--- src/rtl/i2c_gpio_expander.sv ---
module i2c_gpio_expander #(
  parameter logic [3:0] ADDR_HI     = 4'b0011,
  parameter int         SYNC_STAGES = 2
) (
  input  logic       clk,
  input  logic       rst_n,
  input  logic       scl_i,
  input  logic       sda_i,
  output logic       sda_oe,
  input  logic [2:0] addr_sel,
  input  logic [7:0] pin_i,
  output logic [7:0] pin_o,
  output logic [7:0] pin_oe
);
  localparam int W  = 8;
  localparam int CW = $clog2(W + 1);
  localparam logic [CW-1:0] LAST = CW'(W);

  typedef enum logic [3:0] {
    S_IDLE, S_ADDR, S_AACK, S_CMD, S_CACK, S_WDATA, S_WACK, S_RDATA, S_RACK
  } st_t;

  st_t st;
  logic [SYNC_STAGES-1:0] scl_sh, sda_sh;
  logic scl_d, sda_d, rnw, mnack;
  logic [CW-1:0] bitcnt;
  logic [W-1:0] shreg, txsh, rdval;
  logic [W-1:0] in_reg, out_reg, pol_reg, cfg_reg;
  logic [1:0] ptr;

  wire scl_s     = scl_sh[SYNC_STAGES-1];
  wire sda_s     = sda_sh[SYNC_STAGES-1];
  wire scl_rise  = scl_s & ~scl_d;
  wire scl_fall  = ~scl_s & scl_d;
  wire start_det = scl_s & scl_d & sda_d & ~sda_s;
  wire stop_det  = scl_s & scl_d & ~sda_d & sda_s;
  wire last8     = (bitcnt == LAST);
  wire addr_hit  = (shreg[W-1:1] == {ADDR_HI, addr_sel});

  always_ff @(posedge clk or negedge rst_n)
    if (!rst_n) begin
      scl_sh <= '1;
      sda_sh <= '1;
      scl_d  <= 1'b1;
      sda_d  <= 1'b1;
    end else begin
      scl_sh <= {scl_sh[SYNC_STAGES-2:0], scl_i};
      sda_sh <= {sda_sh[SYNC_STAGES-2:0], sda_i};
      scl_d  <= scl_s;
      sda_d  <= sda_s;
    end

  always_comb
    case (ptr)
      2'd0:    rdval = in_reg ^ pol_reg;
      2'd1:    rdval = out_reg;
      2'd2:    rdval = pol_reg;
      default: rdval = cfg_reg;
    endcase

  always_ff @(posedge clk or negedge rst_n)
    if (!rst_n) begin
      st      <= S_IDLE;
      sda_oe  <= 1'b0;
      bitcnt  <= '0;
      shreg   <= '0;
      txsh    <= '0;
      rnw     <= 1'b0;
      mnack   <= 1'b0;
      ptr     <= 2'd0;
      in_reg  <= '0;
      out_reg <= '0;
      pol_reg <= '0;
      cfg_reg <= '1;
    end else if (start_det) begin
      st     <= S_ADDR;
      bitcnt <= '0;
      sda_oe <= 1'b0;
    end else if (stop_det) begin
      st     <= S_IDLE;
      sda_oe <= 1'b0;
    end else begin
      if (scl_rise) begin
        shreg <= {shreg[W-2:0], sda_s};
        if (!last8) bitcnt <= bitcnt + 1'b1;
        if (st == S_RACK) mnack <= sda_s;
      end
      if (scl_fall)
        case (st)
          S_ADDR:
            if (last8) begin
              if (addr_hit) begin
                sda_oe <= 1'b1;
                rnw    <= shreg[0];
                st     <= S_AACK;
                if (shreg[0]) in_reg <= pin_i;
              end else
                st <= S_IDLE;
            end
          S_AACK: begin
            bitcnt <= '0;
            if (rnw) begin
              txsh   <= rdval;
              sda_oe <= ~rdval[W-1];
              st     <= S_RDATA;
            end else begin
              sda_oe <= 1'b0;
              st     <= S_CMD;
            end
          end
          S_CMD:
            if (last8) begin
              ptr    <= shreg[1:0];
              sda_oe <= 1'b1;
              st     <= S_CACK;
            end
          S_CACK, S_WACK: begin
            sda_oe <= 1'b0;
            bitcnt <= '0;
            st     <= S_WDATA;
          end
          S_WDATA:
            if (last8) begin
              case (ptr)
                2'd1:    out_reg <= shreg;
                2'd2:    pol_reg <= shreg;
                2'd3:    cfg_reg <= shreg;
                default: ;
              endcase
              sda_oe <= 1'b1;
              st     <= S_WACK;
            end
          S_RDATA:
            if (last8) begin
              sda_oe <= 1'b0;
              st     <= S_RACK;
            end else begin
              txsh   <= {txsh[W-2:0], 1'b0};
              sda_oe <= ~txsh[W-2];
            end
          S_RACK:
            if (mnack)
              st <= S_IDLE;
            else begin
              txsh   <= rdval;
              sda_oe <= ~rdval[W-1];
              bitcnt <= '0;
              st     <= S_RDATA;
            end
          default: ;
        endcase
    end

  assign pin_o  = {out_reg[W-1:1], 1'b0};
  assign pin_oe = {~cfg_reg[W-1:1], ~cfg_reg[0] & ~out_reg[0]};


  reset_defaults_chk: assert property (@(posedge clk) disable iff (!rst_n)
    $rose(rst_n) |-> (cfg_reg == 8'hFF && out_reg == 8'h00 && pol_reg == 8'h00 && !sda_oe));


  idle_released_chk: assert property (@(posedge clk) disable iff (!rst_n)
    (st == S_IDLE) |-> !sda_oe);


  sda_moves_on_low_chk: assert property (@(posedge clk) disable iff (!rst_n)
    !$stable(sda_oe) |-> $past(scl_fall || start_det || stop_det));


  capture_at_ack_chk: assert property (@(posedge clk) disable iff (!rst_n)
    !$stable(in_reg) |-> $past(st == S_ADDR && scl_fall && last8 && addr_hit));


  dir_write_only_chk: assert property (@(posedge clk) disable iff (!rst_n)
    !$stable(cfg_reg) |-> $past(st == S_WDATA && scl_fall && last8 && ptr == 2'd3));


  pin0_drive_chk: assert property (@(posedge clk) disable iff (!rst_n)
    pin_oe[0] |-> (!cfg_reg[0] && !pin_o[0]));
endmodule

--- config.mk ---
export PLATFORM = sky130hd
export DESIGN_NAME = i2c_gpio_expander
export DESIGN_NICKNAME = d
export VERILOG_FILES = /design/src/rtl/i2c_gpio_expander.sv
export SDC_FILE = /design/constraint.sdc
export NUM_CORES = 1
export LEC_CHECK = 0
export ABC_AREA = 0
export BUFFER_PORTS_ARGS = -buffer_cell sky130_fd_sc_hd__clkbuf_2
export CORE_MARGIN = 4
export CORE_UTILIZATION = 41
export CTS_BUF_LIST = sky130_fd_sc_hd__clkbuf_4 sky130_fd_sc_hd__clkbuf_8
export CTS_CLUSTER_DIAMETER = 120
export DETAILED_ROUTE_END_ITERATION = 12
export GPL_TIMING_DRIVEN = 0
export PLACE_DENSITY = 0.57
export SYNTH_ARGS = -nofsm -noshare
export SYNTH_HDL_FRONTEND = slang
export SYNTH_SLANG_ARGS = --single-unit
--- constraint.sdc ---
create_clock -name clk -period 4 [get_ports clk]
set_input_delay 0.6 -clock clk [delete_from_list [all_inputs] [get_ports clk]]
set_output_delay 0.6 -clock clk [all_outputs]
set_load 0.05 [all_outputs]
==> impl_metrics.yaml <==
clock_tree:
  clock_sinks: 66
  cts.clk_slew.worst_paths_ns: 0.08
  post_cts_resized: 0
  hold_buffers: 0
  cts_tree: "yes"
  worstSkewPairLatency_ns: 0.35
  cts_setup_buffers: 0
  cts_made_buffers: 9
  h-tree-depth: 3
  clockBufferDepth: 2
  clockRootBuffer: "clkbuf_8"
placement:
  dp.cells: 455
  hpwlAfterDp_um: 5290
  placed_area_um2: 3750
  place_congestion: 0.867
  portBuffers: 30
sta:
  setup_viol: 0
  tightest_slew_ns: 0.678
  tns_ns: 0
  holdWs_ns: 0.218
  rsz0062_at_grt: "false"
  hold_viol: 0
  finalCriticalPeriod_ns: 2.04
  skew_ns: 0.0111
  finalCritPeriodShare: 0.509
  timing.slew.headroom: 0.543
  final_max_slew_viol_count: 0
  maxClockFrequency_mhz: 491
drt:
  ant_nets: 0
  drc: 0
  routed_via_density: 5.26
  drt-initial-drc-count: 101
  avgRoutedWirePerCell_um: 16.0
  routed_wl_um: 7540
  first_pass_iters: 4
  via_count: 2478
synth:
  ys_warn_count: 0
  synth_area_per_cell_um2: 10.8
  synth_ff_type: "dfrtp_1"
  synth_fp_nets: 336
  async_flop_share: 1.00
  synth_top_area_frac: 0.378
  synth-edff-count: 0
  ys_ff_latch: 66
  yosys-top-cells-area: "dfrtp_1 (38%), mux2_2 (13%), dfstp_2 (11%), nand2_1 (4.8%), o21ai_0 (2.8%)"
  ys_types: 54
  synth_seq_area_share: 0.485
  synth_top_area_cell: "dfrtp_1"
  synth_cells: 319
  syn_area_um2: 3440
job:
  maxCapViolations: 0
final_layout:
  fill_cells: 799
  area_delta_synth_final_pct: 15.2
  most-common-layout-cells: "dfrtp_1 (52), nand2_1 (44), mux2_2 (39)"
  stdcell_area_um2: 3960
  layout_commonest_cell: "dfrtp_1"
  drive_above_1_share: 0.361
  layout.cells.non_filler: 471
  diodes: 0
  finalNetCount: 378
floorplan:
  die_area_um2: 9930
  row_count: 33
  die_x_um: 99.6
  start_util: 0.421
  core-area_um2: 8180
  die_h_um: 99.6
  io-pin-count: 32
power:
  leakagePower_nw: 1.92
  p_seq_frac: 0.484
  power.internal_w: 0.00116
  report.power.total_w: 0.00160
  vdd.ir_drop.worst_mv: 0.162
  power_frac_clock: 0.392
  swShare: 0.274
  switching_power_w: 0.000439
  pwr-share-comb: 0.123
  power-per-cell-area_nw_per_um2: 404
grt:
  grt_max_degree: 37
  grt_pass1_vias: 2509
  grt_pass1_wl_um: 12900
  track_usage: 0.168
  overflow: 0
  antenna_found_initial: 0
worst_setup_path:
  slowest_delay_ns: 0.43
  cp_max_fo: 8
  timing.critical_path.arrival_ns: 2.28
  critical_path.cell_chain: "inv_1 > ha_1 > and3b_2 > nand2_2 > and4bb_4 > nand3_4 > mux2_1"
  slowest_stage: "dfrtp_1"
  required_ns: 4.24
  cp-start-kind: "flop"
  critPathCaptureType: "flop"
  crit_type: "reg -> reg"
run_status:
  status: "complete, no violations"
hold_path:
  hp-class: "in -> async"
Yosys cell counts (2+ instances only):
| cell | n |
|---|---|
| dfrtp_1 | 52 |
| nand2_1 | 44 |
| mux2_2 | 39 |
| inv_1 | 20 |
| o21ai_0 | 19 |
| dfstp_2 | 14 |
| a21oi_1 | 13 |
| buf_4 | 10 |
| nor2_1 | 10 |
| and3_1 | 9 |
| mux2i_1 | 9 |
| o311ai_0 | 6 |
| clkbuf_1 | 5 |
| xnor2_1 | 5 |
| buf_2 | 4 |
| a211oi_1 | 3 |
| a31oi_1 | 3 |
| mux2_4 | 3 |
| nand2b_1 | 3 |
| nand3_1 | 3 |
| nand3b_1 | 3 |
| nor3_1 | 3 |
| a22o_1 | 2 |
| ha_1 | 2 |
| nand2_2 | 2 |
| nand3_4 | 2 |
| nand4_1 | 2 |
| nor2b_1 | 2 |
| o211ai_1 | 2 |
path summary, 6_finish.rpt:
kind / slack, ns / to / depth (start not counted) / start
setup / recovery: 1.96 / out_reg[1] / 7 / bitcnt[0]
hold / removal: 0.22 / in_reg[1] / 1 / rst_n
setup reg to reg: 1.96 / out_reg[1] / 7 / bitcnt[0]
hold reg to reg: 0.36 / scl_sh[1] / 0 / scl_sh[0]
max in group asynchronous: 3.17 / cfg_reg[3] / 2 / rst_n
min in group clk: 0.33 / sda_sh[0] / 1 / sda_i
worst max-delay path: cells and delay by family (launching register included):
| kind | cells | cell delay [ns] |
|---|---|---|
| mux | 1 | 0.36 |
| fa+ha+maj | 1 | 0.18 |
| buf+inv | 1 | 0.07 |
| simple gates | 4 | 0.89 |
| flops | 1 | 0.43 |
layout make-up:
cell class | count | area, µm² | area share
Sequential cell | 66 | 1670 | 0.421
Multi-Input combinational cell | 213 | 1570 | 0.397
Timing Repair Buffer | 31 | 173 | 0.0436
Clock buffer | 11 | 139 | 0.0350
Tap cell | 105 | 131 | 0.0331
Buffer | 20 | 125 | 0.0316
Clock inverter | 5 | 78.8 | 0.0199
Inverter | 20 | 75.1 | 0.0189
kinds of logic (layout without fill, tap and decap cells):
family,Yosys count,after routing,synth area share
DFF,66,66,0.485
muxes,52,52,0.170
and+or+nand+nor,96,96,0.159
AOI/OAI and AO/OA,56,56,0.104
adders and majority gates,2,2,0.00727
buffers and inverters,40,87,0.0582
xor gates and xnor gates,6,6,0.0153
other,1,1,0.00109
layer usage:
| layer | routed length [µm] | up-vias | track usage |
|---|---|---|---|
| li1 | - | 1196 | - |
| met1 | 3680 | 1221 | 0.232 |
| met2 | 3450 | 51 | 0.257 |
| met3 | 276 | 10 | 0.0421 |
| met4 | 141 | 0 | 0.0578 |
| met5 | 0 | - | 0 |
power by group through the flow:
stage / registers [W] / logic [W] / clock network (W)
after global routing: 0.000784 / 0.000226 / 0.000679
after floorplan: 0.000786 / 0.000125 / 0
final: 0.000775 / 0.000197 / 0.000628
after global placement: 0.000785 / 0.000191 / 0
after detailed placement: 0.000786 / 0.000197 / 0
after CTS: 0.000775 / 0.000200 / 0.000637
metrics by stage:
stage                     utilization  setup slack (ns)
after floorplan                     -              2.17
final                           0.485              1.96
after global routing            0.485              1.74
after CTS                       0.485              1.97
after detailed placement        0.458              1.93
after global placement          0.455              1.81
Power figures use the tool's default switching activity.
